===== config.mk =====
export PLATFORM = sky130hd
export DESIGN_NAME = boot_copier
export DESIGN_NICKNAME = d
export VERILOG_FILES = /design/src/rtl/boot_copier_pkg.sv /design/src/rtl/boot_rst_sync.sv /design/src/rtl/boot_count_stage.sv /design/src/rtl/boot_addr_counter.sv /design/src/rtl/boot_seq_fsm.sv /design/src/rtl/boot_copier.sv
export SDC_FILE = /design/constraint.sdc
export NUM_CORES = 1
export LEC_CHECK = 0
export BUFFER_PORTS_ARGS = -buffer_cell sky130_fd_sc_hd__buf_2
export CORE_ASPECT_RATIO = 0.75
export CORE_MARGIN = 2
export CORE_UTILIZATION = 40
export CTS_CLUSTER_SIZE = 14
export DETAILED_ROUTE_END_ITERATION = 10
export GPL_ROUTABILITY_DRIVEN = 0
export PLACE_DENSITY = 0.66
export SYNTH_ARGS = -nofsm -noshare
export SYNTH_HDL_FRONTEND = slang
export SYNTH_HIERARCHICAL = 1
export SYNTH_SLANG_ARGS = --single-unit
export TNS_END_PERCENT = 5

===== constraint.sdc =====
create_clock -name clk -period 1.2 [get_ports clk]
set_clock_uncertainty 0.2 [all_clocks]
set_input_delay 0 -clock clk [delete_from_list [all_inputs] [get_ports clk]]
set_output_delay 0 -clock clk [all_outputs]
set_load 0.01 [all_outputs]

===== src/rtl/boot_copier_pkg.sv =====
package boot_copier_pkg;

  // Sequencer phases; READ/WRITE alternate per byte, HOLD and RUN follow.
  typedef enum logic [1:0] {
    PH_READ  = 2'd0,
    PH_WRITE = 2'd1,
    PH_HOLD  = 2'd2,
    PH_RUN   = 2'd3
  } copy_phase_e;

endpackage


===== src/rtl/boot_rst_sync.sv =====
module boot_rst_sync #(
  parameter int STAGES = 2
) (
  input  logic clk,
  input  logic arst_n,
  output logic srst_n
);

  logic [STAGES-1:0] chain_q;
  logic [STAGES-1:0] chain_d;

  always_comb begin
    chain_d = {chain_q[STAGES-2:0], 1'b1};
  end

  always_ff @(posedge clk or negedge arst_n) begin
    if (!arst_n) begin
      chain_q <= '0;
    end else begin
      chain_q <= chain_d;
    end
  end

  assign srst_n = chain_q[STAGES-1];

endmodule


===== src/rtl/boot_count_stage.sv =====
module boot_count_stage #(
  parameter int W = 8
) (
  input  logic         clk,
  input  logic         rst_n,
  input  logic         cin,
  output logic [W-1:0] q,
  output logic         cout
);

  logic [W-1:0] q_d;

  always_comb begin
    q_d = q;
    if (cin) begin
      q_d = q + 1'b1;
    end
  end

  always_ff @(posedge clk or negedge rst_n) begin
    if (!rst_n) begin
      q <= '0;
    end else begin
      q <= q_d;
    end
  end

  assign cout = cin & (&q);

  // an enabled stage advances by exactly one (with wrap)
  assert_stage_step_R3: assert property (@(posedge clk) disable iff (!rst_n)
    cin |=> (q == W'($past(q) + 1'b1)));

  // a disabled stage holds its value
  assert_stage_hold_R3: assert property (@(posedge clk) disable iff (!rst_n)
    !cin |=> $stable(q));

endmodule


===== src/rtl/boot_addr_counter.sv =====
module boot_addr_counter #(
  parameter int ADDR_W = 15,
  parameter int LO_W   = ADDR_W / 2
) (
  input  logic              clk,
  input  logic              rst_n,
  input  logic              step,
  output logic [ADDR_W-1:0] addr
);

  localparam int HI_W = ADDR_W - LO_W;

  logic [LO_W-1:0] lo_q;
  logic [HI_W-1:0] hi_q;
  logic            lo_carry;
  logic            hi_carry;

  boot_count_stage #(.W(LO_W)) u_lo (
    .clk  (clk),
    .rst_n(rst_n),
    .cin  (step),
    .q    (lo_q),
    .cout (lo_carry)
  );

  boot_count_stage #(.W(HI_W)) u_hi (
    .clk  (clk),
    .rst_n(rst_n),
    .cin  (lo_carry),
    .q    (hi_q),
    .cout (hi_carry)
  );

  assign addr = {hi_q, lo_q};

  // the joined count moves by one per step, including across the stage boundary
  assert_joined_step_R3: assert property (@(posedge clk) disable iff (!rst_n)
    (step && !hi_carry) |=> (addr == ADDR_W'($past(addr) + 1'b1)));

endmodule


===== src/rtl/boot_seq_fsm.sv =====
module boot_seq_fsm
  import boot_copier_pkg::*;
#(
  parameter int ADDR_W    = 15,
  parameter int COPY_LEN  = 1 << ADDR_W,
  parameter int HOLD_CLKS = 2
) (
  input  logic              clk,
  input  logic              rst_n,
  input  logic [ADDR_W-1:0] addr,
  output logic              step,
  output copy_phase_e       phase
);

  localparam logic [ADDR_W-1:0] LAST_ADDR = ADDR_W'(COPY_LEN - 1);
  localparam int                HOLD_W    = $clog2(HOLD_CLKS + 1);
  localparam logic [HOLD_W-1:0] HOLD_LAST = HOLD_W'(HOLD_CLKS - 1);

  copy_phase_e     phase_d;
  logic [HOLD_W-1:0] hold_q;
  logic [HOLD_W-1:0] hold_d;
  logic            hold_en;
  logic            at_last;

  assign at_last = (addr == LAST_ADDR);
  assign hold_en = (phase == PH_HOLD);

  always_comb begin
    phase_d = phase;
    step    = 1'b0;
    unique case (phase)
      PH_READ:  phase_d = PH_WRITE;
      PH_WRITE: begin
        if (at_last) begin
          phase_d = PH_HOLD;
        end else begin
          phase_d = PH_READ;
          step    = 1'b1;
        end
      end
      PH_HOLD:  if (hold_q == HOLD_LAST) phase_d = PH_RUN;
      PH_RUN:   phase_d = PH_RUN;
      default:  phase_d = PH_READ;
    endcase
  end

  always_comb begin
    hold_d = hold_q;
    if (hold_en) begin
      hold_d = hold_q + 1'b1;
    end
  end

  always_ff @(posedge clk or negedge rst_n) begin
    if (!rst_n) begin
      phase  <= PH_READ;
      hold_q <= '0;
    end else begin
      phase  <= phase_d;
      hold_q <= hold_d;
    end
  end

  // writing the final address hands over to the hold phase
  assert_last_to_hold_R4: assert property (@(posedge clk) disable iff (!rst_n)
    (phase == PH_WRITE && at_last) |=> (phase == PH_HOLD));

  // a write phase is always preceded by a read phase
  assert_read_before_write_R2: assert property (@(posedge clk) disable iff (!rst_n)
    (phase == PH_WRITE) |-> ($past(phase) == PH_READ));

  // the run phase is terminal
  assert_run_sticky_R6: assert property (@(posedge clk) disable iff (!rst_n)
    (phase == PH_RUN) |=> (phase == PH_RUN));

endmodule


===== src/rtl/boot_copier.sv =====
module boot_copier
  import boot_copier_pkg::*;
#(
  parameter int ADDR_W    = 15,
  parameter int DATA_W    = 8,
  parameter int COPY_LEN  = 1 << ADDR_W,
  parameter int HOLD_CLKS = 2,
  parameter int LO_W      = ADDR_W / 2
) (
  input  logic              clk,
  input  logic              rst_n,
  input  logic [DATA_W-1:0] rom_data,
  output logic [ADDR_W-1:0] mem_addr,
  output logic              addr_oe,
  output logic              rom_oe,
  output logic              sram_ce,
  output logic              sram_we,
  output logic [DATA_W-1:0] sram_wdata,
  output logic              cpu_be,
  output logic              cpu_rst_n,
  output logic              copy_done
);

  logic              srst_n;
  logic              step;
  logic [ADDR_W-1:0] cnt_addr;
  copy_phase_e       phase;
  logic              copying;
  logic [DATA_W-1:0] data_q;
  logic [DATA_W-1:0] data_d;
  logic              capture_en;

  // Asynchronous assertion, synchronous release.
  boot_rst_sync #(.STAGES(2)) u_rst (
    .clk   (clk),
    .arst_n(rst_n),
    .srst_n(srst_n)
  );

  boot_addr_counter #(.ADDR_W(ADDR_W), .LO_W(LO_W)) u_cnt (
    .clk  (clk),
    .rst_n(srst_n),
    .step (step),
    .addr (cnt_addr)
  );

  boot_seq_fsm #(
    .ADDR_W   (ADDR_W),
    .COPY_LEN (COPY_LEN),
    .HOLD_CLKS(HOLD_CLKS)
  ) u_fsm (
    .clk  (clk),
    .rst_n(srst_n),
    .addr (cnt_addr),
    .step (step),
    .phase(phase)
  );

  // Byte latched at the end of the read phase, presented during the write.
  assign capture_en = (phase == PH_READ);

  always_comb begin
    data_d = data_q;
    if (capture_en) begin
      data_d = rom_data;
    end
  end

  always_ff @(posedge clk or negedge srst_n) begin
    if (!srst_n) begin
      data_q <= '0;
    end else begin
      data_q <= data_d;
    end
  end

  assign copying    = (phase == PH_READ) || (phase == PH_WRITE);
  assign addr_oe    = copying;
  assign mem_addr   = copying ? cnt_addr : '0;
  assign rom_oe     = copying;
  assign sram_ce    = copying;
  assign sram_we    = (phase == PH_WRITE);
  assign sram_wdata = data_q;
  assign cpu_be     = (phase == PH_HOLD) || (phase == PH_RUN);
  assign cpu_rst_n  = (phase == PH_RUN);
  assign copy_done  = cpu_be;

  // the copier and the processor never own the bus together
  assert_no_contention_R9: assert property (@(posedge clk) disable iff (!srst_n)
    !(cpu_be && addr_oe));

  // the write uses the address that was read in the previous cycle
  assert_write_addr_held_R2: assert property (@(posedge clk) disable iff (!srst_n)
    sram_we |-> (mem_addr == $past(mem_addr)));

  // processor reset releases only after two cycles of bus enable
  assert_reset_after_be_R5: assert property (@(posedge clk) disable iff (!srst_n)
    $rose(cpu_rst_n) |-> ($past(cpu_be, 1) && $past(cpu_be, 2)));

  // once done, the ROM and copy strobes stay off
  assert_done_quiet_R6: assert property (@(posedge clk) disable iff (!srst_n)
    copy_done |=> (copy_done && !rom_oe && !sram_we && !addr_oe));

endmodule


# After elaboration in Yosys (flattened, before gate mapping)
# Cells that the tools add are included.
# classes
n_mul	0
add_sub_neg	3
shift	0
magnitude_cmp	0
reduce_logical	4
n_div	0
n_eq_ne	6
bitwise	1
muxes	6
# op_table
cell	n
$eq A15 B15 Y1 const B	1
$mux W15	1
$add A8 B1 Y8 const B	1
$pmux W2 S4	1
$add A7 B1 Y7 const B	1
$reduce_and A7 Y1	1
$eq A2 B1 Y1 const B	2
$eq A2 B2 Y1 const B	2
$mux W2	2
$add A2 B1 Y2 const B	1
$logic_not A2 Y1	1
$logic_or A1 B1 Y1	2
$mux W1	2
$ne A2 B2 Y1 const B	1
$and A1 B1 Y1	1
# word_totals
word_cells	26
memories	0
latch_bits	0
rom_bits	0
ram_bits	0
register_bits	29

# Logic depth before layout (Yosys ltp)
# Gate-level depths: netlist (run 1).
# logic_depth
ltp_word	4
ltp_mapped	9

# Hierarchy
# Netlist (run 1), hierarchy kept.
# modules_own_cells
mod	cells_per_inst	n_inst	area_each_um2
boot_copier	41	1	493.0
boot_count_stage at u_cnt.u_hi	30	1	359.1
boot_count_stage at u_cnt.u_lo	24	1	306.5
boot_seq_fsm	19	1	206.4
boot_rst_sync	3	1	53.8

# Worst setup path before layout (run 1)
# Ideal clock, no wire load.
# synth_timing
path_type	register to register
start	reg u_cnt.u_lo.q[2]
end	reg u_cnt.u_hi.q[6]
path_slack_ps	-902
period_less_slack_ps	2102
t_required_ps	921
arrival_time_ps	1823
path_stages_with_launch	10
cell_sequence	dfrtp_1 > nand4_1 > nor4_2 > nor2_1 > nand3_1 > nor2_2 > and2_1 > nand4_2 > nor2_2 > xor2_1
# synth_between
elab_chain_len	4
# synth_rtl
item	line_no	source
start, declared	boot_count_stage.sv:7	output logic [W-1:0] q,
start signal, assigned	boot_count_stage.sv:24	q <= q_d;
$eq A15 B15 Y1	boot_seq_fsm.sv:25	assign at_last = (addr == LAST_ADDR);
$mux W1	boot_seq_fsm.sv:34	if (at_last) begin
$mux W1	boot_seq_fsm.sv:31	unique case (phase)
named net step	boot_copier.sv:25	logic step;
$and A1 B1 Y1	boot_count_stage.sv:28	assign cout = cin & (&q);
named net u_cnt.lo_carry	boot_addr_counter.sv:15	logic lo_carry;
end signal, assigned	boot_count_stage.sv:24	
end, declared	boot_count_stage.sv:7	
# The timed path passes the listed nets, and every way through them passes these cells.
# A chain may end at the register's enable or synchronous reset.

# Worst setup path after layout (run 1)
# layout_timing
start	reg u_cnt.u_hi.q[6]
end	reg u_cnt.u_hi.q[7]
# layout_between
elab_chain_len	4
# layout_rtl
item	line_no
$eq A15 B15 Y1	boot_seq_fsm.sv:25
$mux W1	boot_seq_fsm.sv:34
$mux W1	boot_seq_fsm.sv:31
named net step	boot_copier.sv:25
$and A1 B1 Y1	boot_count_stage.sv:28
named net u_cnt.lo_carry	boot_addr_counter.sv:15
# The timed path passes the listed nets, and every way through them passes these cells.

==> summary.log, run 1 <==
[setup_path] Critical Setup Path Class reg -> reg
[pwr] power density over the cells 900 mW/mm²
[layout] fillcell total 255
[setup_path] Worst setup SP type flip-flop
[timing] RSZ-0062 raised after global routing true
[clocking] clock network latency to the later pin of the worst-skew pair 280 ps
[floorplanning] # rows 18
[setup_path] launch point of the worst path u_cnt/u_hi/q[6]
[job] Maximum Capacitance Violations 0
[setup_path] Crit. End Element flip-flop
[clocking] # clock sinks 29
[setup_path] Worst Path Arrival 1810 ps
[global_route] number of global-route vias before repair 1,096
[layout] Ant. Diodes 0
[floorplanning] area of the core region 0.00333 mm²
[setup_path] data required time of the critical path 1200 ps
[timing] number of setup violations in the final report 46
[global_route] pin count of the biggest net entering global routing 24
[clocking] buffer levels on the longest clock path 2
[hold_path] type of the most critical hold path reg -> async
[floorplanning] die area 0.00403 mm²
[clocking] clock root buffer sky130_fd_sc_hd__clkbuf_8
[setup_path] reg-to-reg startpoint u_cnt/u_hi/q[6]
[run_status] run status finished, violations left
[placement] Post-Place Setup Slack -642 ps
[route] average wire per standard cell 13.4 µm
[pwr] Design Power 1.88 mW
[global_route] antenna violations before repair 0
[layout] fraction of layout cells with a size suffix above 1 53.6%
[route] number of DRC markers in iteration 0 98
[pwr] VDD IR-drop max 594 µV
[placement] sum of net half-perimeters after detailed placement 2200 µm
[timing] max-slew violations 0
[route] wirelength, routed 3110 µm
[timing] highest clock rate 551 MHz
[clocking] H-tree Lvls 2
[clocking] clock tree from TritonCTS yes
[route] detailed-router iteration count before antenna repair 4
[timing] post-route setup slack -616 ps
[global_route] global route overflow 0
[route] post-route antenna net violation count 0
[pwr] standby leakage power 1.13 nW
[placement] Buffers on Ports 39
[floorplanning] starting density of the core 42.4%
[timing] clock period minus worst slack 1820 ps
[global_route] overall routing resource usage 17.0%
[yosys] Synth Instances 116
[run_status] failing checks negative setup slack
[route] post-detailed-route DRC marker count 0
[setup_path] CP Max Fanout 6
[setup_path] Reg2Reg Depth 9
[timing] period utilization 151%
[route] via count of the routed design 1,091
[global_route] wire length of the first global-routing pass 5150 µm
[layout] Syn-to-layout area delta 47.6%
[route] detail-routed via count per cell 4.70
[yosys] average footprint of a synthesized cell 12.2 µm²
[layout] number of nets in the layout 204
[floorplanning] die width 72.7 µm
[clocking] TritonCTS buffer count 5
[floorplanning] die height 55.5 µm
[yosys] number of synthesis warnings 6
[clocking] clock transition at the registers of the reported paths 60 ps
[yosys] synthesized cell area 0.00141 mm²
[timing] Final Hold Viols 0
[yosys] Post-Syn Nets 129
[floorplanning] count of pins on the block boundary 40
==> metrics by stage <==
stage / cell area (µm²) / TNS (ps) / hold WS, ps / std cells / util (%)
finish: 2090 / -11450 / 1.63 / 232 / 62.6
global route: 2090 / -14630 / 48.9 / 232 / 62.6
CTS: 2050 / -12400 / 15.7 / 232 / 61.4
detailed placement: 1840 / -10190 / -414 / 213 / 55.1
global placement: 1840 / -8940 / -414 / 213 / 55.1
floorplan: 1450 / -8480 / -496 / 116 / -
==> worst paths after layout <==
path	endpoint	slack, ps
min reg2reg	u_fsm/hold_q[0]	2
min	u_fsm/hold_q[0]	2
min in group clk	u_rst/chain_q[1]	150
max	u_cnt/u_hi/q[7]	-620
max in group asynchronous	u_rst/chain_q[1]	320
max reg2reg	u_cnt/u_hi/q[7]	-620
==> power by group <==
part | switching (mW) | leakage, nW | internal, mW | total (mW)
sequential | 0.00869 | 0.371 | 0.995 | 1.00
clock | 0.369 | 0.0450 | 0.401 | 0.770
combinational | 0.0426 | 0.715 | 0.0625 | 0.105
total | 0.420 | 1.13 | 1.46 | 1.88
==> critical path, stage by stage, from the launching register on <==
cell,delay (ps)
sky130_fd_sc_hd__dfrtp_1,400
sky130_fd_sc_hd__nand4_1,160
sky130_fd_sc_hd__nor4_4,60
sky130_fd_sc_hd__nor2_4,100
sky130_fd_sc_hd__nand3_2,70
sky130_fd_sc_hd__nor2_2,120
sky130_fd_sc_hd__and2_4,210
sky130_fd_sc_hd__nand3_2,100
sky130_fd_sc_hd__nor3_2,170
sky130_fd_sc_hd__xnor2_1,150
==> routing by layer <==
layer | routed length (µm) | GRT usage [%]
met1 | 1460 | 22.8
met3 | 122 | 6.02
met5 | 0 | 0
met4 | 29 | 5.82
met2 | 1500 | 25.3
==> cell type report <==
cell class              instances  area, µm²  area share, %
well taps                      40       50.0           2.40
inverters                       3       13.8          0.659
flip-flops and latches         29        727           34.8
clock inverters                 2       10.0          0.480
clock buffers                   6       72.6           3.48
repair buffers                 74        509           24.4
multi-input cells              78        704           33.8
==> sequential cells by signal (all words and copies together), names as in the netlist <==
name           flops
sram_wdata         8
u_cnt/u_hi/q       8
u_cnt/u_lo/q       7
u_fsm/hold_q       2
u_fsm/phase        2
u_rst/chain_q      2
==> placed cells by master, fill, tap and decap left out, types with 5 or more instances in the layout <==
cell	n
sky130_fd_sc_hd__buf_2	38
sky130_fd_sc_hd__buf_4	22
sky130_fd_sc_hd__clkbuf_8	5
sky130_fd_sc_hd__dfrtp_1	28
sky130_fd_sc_hd__dlygate4sd3_1	10
sky130_fd_sc_hd__mux2_4	8
sky130_fd_sc_hd__nand2_1	6
sky130_fd_sc_hd__nand4_1	5
sky130_fd_sc_hd__nor2b_1	13
sky130_fd_sc_hd__xnor2_1	7
sky130_fd_sc_hd__xor2_1	6
==> timing repair <==
action | in CTS | in global routing
gates resized for setup | 6 | 10
buffers inserted | 1 | 0
hold buffers | 10 | 0
pin swaps | 7 | 2
endpoints found under the setup margin | 49 | 49
hold endpoints to repair | 10 | 0
Power figures use the tool's default switching activity.
==> run 2, diff against run 1 <==
- BUFFER_PORTS_ARGS: -buffer_cell sky130_fd_sc_hd__buf_2 -> default
- DONT_BUFFER_PORTS: default -> 1
- PLACE_DENSITY: 0.66 -> default
==> run 2 against run 1 <==
Effect of this change:
- the flow still finishes with violations (negative setup slack)
- clock-buffer cell count unchanged
- register-to-register slack got worse by 40 ps
- non-clock buffer count decreased by 40
- total power decreased by 1.9%
- global-route usage decreased by 0.68 points
- sequential power about the same
- clock power decreased by 2%
- utilization decreased by 4.1 points
- die area unchanged
- highest routed layer unchanged
==> summary.log, run 2 (synthesized netlist as in run 1, its figures left out) <==
[hold_path] type of the most critical hold path reg -> async [unchanged]
[layout] most common cell after layout, fill and taps aside sky130_fd_sc_hd__dfrtp_1 [was sky130_fd_sc_hd__buf_2]
[clocking] clock root buffer sky130_fd_sc_hd__clkbuf_8 [unchanged]
[setup_path] family with the most delay on the worst path simple AND/OR/NAND/NOR gates [unchanged]
[global_route] overall routing resource usage 16.3% [was 17.0%]
[timing] max-slew violations 0 [unchanged]
[setup_path] Worst setup SP type flip-flop [unchanged]
[route] detailed-router iteration count before antenna repair 4 [unchanged]
[timing] RSZ-0062 raised after global routing true [unchanged]
[global_route] pin count of the biggest net entering global routing 28 [was 24]
[setup_path] reg-to-reg startpoint u_cnt/u_lo/q[2] [was u_cnt/u_hi/q[6]]
[layout] Ant. Diodes 0 [unchanged]
[setup_path] CP Max Fanout 6 [unchanged]
[route] detail-routed via count per cell 4.98 [was 4.70]
[layout] number of nets in the layout 164 [was 204]
[setup_path] count of buffer and inverter cells on the critical path 0 [unchanged]
[global_route] global route overflow 0 [unchanged]
[clocking] clock network latency to the later pin of the worst-skew pair 280 ps [about the same]
[placement] Buffers on Ports 0 [was 39]
[timing] Final Hold Viols 0 [unchanged]
[setup_path] Reg2Reg Setup Slack -660 ps [was -620 ps]
[route] post-route antenna net violation count 0 [unchanged]
[layout] Final Util 58.5% [was 62.6%]
[pwr] sequential share of power 55.0% [was 53.4%]
[timing] period utilization 155% [was 151%]
[pwr] VDD IR-drop max 513 µV [was 594 µV]
[floorplanning] die width 72.7 µm [unchanged]
[clocking] TritonCTS buffer count 5 [unchanged]
[floorplanning] area of the core region 0.00333 mm² [unchanged]
[route] wirelength, routed 2940 µm [was 3110 µm]
[timing] post-route setup slack -657 ps [was -616 ps]
[setup_path] library cell contributing the largest single delay on the critical path sky130_fd_sc_hd__nor4_4 [was sky130_fd_sc_hd__dfrtp_1]
[run_status] run status finished, violations left [unchanged]
[setup_path] Reg-to-Reg End u_cnt/u_hi/q[1] [was u_cnt/u_hi/q[7]]
[floorplanning] starting density of the core 42.4% [unchanged]
[pwr] standby leakage power 0.988 nW [was 1.13 nW]
[timing] Total Neg Setup Slack -11,710 ps [was -11,450 ps]
[route] number of DRC markers in iteration 0 43 [was 98]
[pwr] net switching power of the design 401 µW [was 420 µW]
[route] average wire per standard cell 15.3 µm [was 13.4 µm]
[setup_path] crit-path cells nand4_1 > nor4_4 > nor2_4 > nand3_2 > nor2_2 > and2_4 > mux2_2 [was nand4_1 > nor4_4 > nor2_4 > nand3_2 > nor2_2 > and2_4 > nand3_2 > nor3_2 > xnor2_1]
[global_route] wire length of the first global-routing pass 4830 µm [was 5150 µm]
[global_route] number of global-route vias before repair 925 [was 1,096]
[pwr] internal portion of total power 1.44 mW [was 1.46 mW]
[setup_path] data required time of the critical path 1160 ps [was 1200 ps]
[setup_path] Worst Path Arrival 1820 ps [was 1810 ps]
[route] via count of the routed design 956 [was 1,091]
[clocking] H-tree Lvls 2 [unchanged]
[floorplanning] die height 55.5 µm [unchanged]
[layout] fraction of layout cells with a size suffix above 1 50.7% [was 53.6%]
[run_status] failing checks negative setup slack [unchanged]
[clocking] clock transition at the registers of the reported paths 60 ps [about the same]
[layout] fillcell total 279 [was 255]
[clocking] clock tree from TritonCTS yes [unchanged]
[clocking] buffer levels on the longest clock path 2 [unchanged]
[placement] Post-Place Setup Slack -697 ps [was -642 ps]
[setup_path] peak per-stage delay on the critical path 400 ps [about the same]
[setup_path] Crit. End Element flip-flop [unchanged]
[global_route] antenna violations before repair 0 [unchanged]
[setup_path] Reg2Reg Depth 7 [was 9]
[timing] clock period minus worst slack 1860 ps [was 1820 ps]
[floorplanning] count of pins on the block boundary 40 [unchanged]
[placement] sum of net half-perimeters after detailed placement 2010 µm [was 2200 µm]
[pwr] power density over the cells 945 mW/mm² [was 900 mW/mm²]
[timing] number of setup violations in the final report 44 [was 46]
[pwr] combinational group share of total power 4.0% [was 5.6%]
[layout] Syn-to-layout area delta 37.9% [was 47.6%]
[floorplanning] die area 0.00403 mm² [unchanged]
[timing] highest clock rate 538 MHz [was 551 MHz]
[route] post-detailed-route DRC marker count 0 [unchanged]
[pwr] Design Power 1.84 mW [was 1.88 mW]
[floorplanning] # rows 18 [unchanged]
[job] Maximum Capacitance Violations 0 [unchanged]
[layout] commonest cells after routing, fill and taps aside sky130_fd_sc_hd__dfrtp_1, sky130_fd_sc_hd__buf_4, sky130_fd_sc_hd__nor2b_2 [was sky130_fd_sc_hd__buf_2, sky130_fd_sc_hd__dfrtp_1, sky130_fd_sc_hd__buf_4]
[setup_path] Critical Setup Path Class reg -> reg [unchanged]
[pwr] portion of total power attributed to the clock network 41.0% [about the same]
[pwr] Switching Share 21.8% [was 22.4%]
[clocking] # clock sinks 29 [unchanged]
[run 2: through the flow]
step	instance area [µm²]	hold slack (ps)	instances
final	1950	12.9	192
after global routing	1950	44.7	192
after CTS	1880	25.8	190
after detailed placement	1640	-496	172
after global placement	1640	-496	172
after floorplan	1450	-496	116
[run 2: layer usage]
layer  part of all wire, %  vias to the layer above  track usage, %
li1                      -                      459               -
met1                    50                      466            22.9
met2                    44                       23            22.6
met3                   4.2                        8            4.74
met4                   2.4                        0            7.94
met5                     0                        -               0
[run 2: timing repair]
| item | 4_1_cts | 5_1_grt |
|---|---|---|
| setup buffers | 0 | 2 |
| setup endpoints to repair | 47 | 47 |
| hold buffers | 10 | 0 |
| hold endpoints to repair | 10 | 0 |
| pin swaps | 9 | 7 |
| resized for setup | 20 | 12 |
[run 2: area by class of cell]
class	instances	area [µm²]	area share (%)
Tap cell	40	50.0	2.57
Clock buffer	6	72.6	3.72
Clock inverter	2	10.0	0.513
Inverter	3	11.3	0.578
Sequential cell	29	727	37.3
Timing Repair Buffer	34	317	16.2
Multi-Input combinational cell	78	762	39.1
[run 2: how the worst max path moves through the flow]
| stage | slack [ps] | start | endpoint | cells after the start |
|---|---|---|---|---|
| 2_1_floorplan | -680 | u_cnt/u_lo/q[2] | u_cnt/u_hi/q[1] | 7 |
| 3_3_place_gp | -590 | u_cnt/u_hi/q[1] | u_cnt/u_hi/q[7] | 9 |
| 3_5_place_dp | -700 | u_cnt/u_lo/q[3] | u_cnt/u_hi/q[6] | 9 |
| 4_1_cts | -690 | u_cnt/u_lo/q[2] | u_cnt/u_hi/q[6] | 9 |
| 5_1_grt | -770 | u_cnt/u_lo/q[2] | u_cnt/u_hi/q[7] | 9 |
| 6_report | -660 | u_cnt/u_lo/q[2] | u_cnt/u_hi/q[1] | 7 |
[run 2: power by group through the flow]
stage | Combinational [mW] | Sequential, mW | Clock [mW]
global placement | 0.0459 | 1.03 | 0
CTS | 0.0744 | 1.01 | 0.782
finish | 0.0729 | 1.01 | 0.756
floorplan | 0.0202 | 1.04 | 0
detailed placement | 0.0473 | 1.03 | 0
global route | 0.0815 | 1.01 | 0.828
[run 2: worst register-to-register path, cell delays in order (launching register included)]
cell and delay [ps]:
sky130_fd_sc_hd__dfrtp_1 360, sky130_fd_sc_hd__nand4_1 180, sky130_fd_sc_hd__nor4_4 400, sky130_fd_sc_hd__nor2_4 60, sky130_fd_sc_hd__nand3_2 70, sky130_fd_sc_hd__nor2_2 40, sky130_fd_sc_hd__and2_4 170, sky130_fd_sc_hd__mux2_2 270
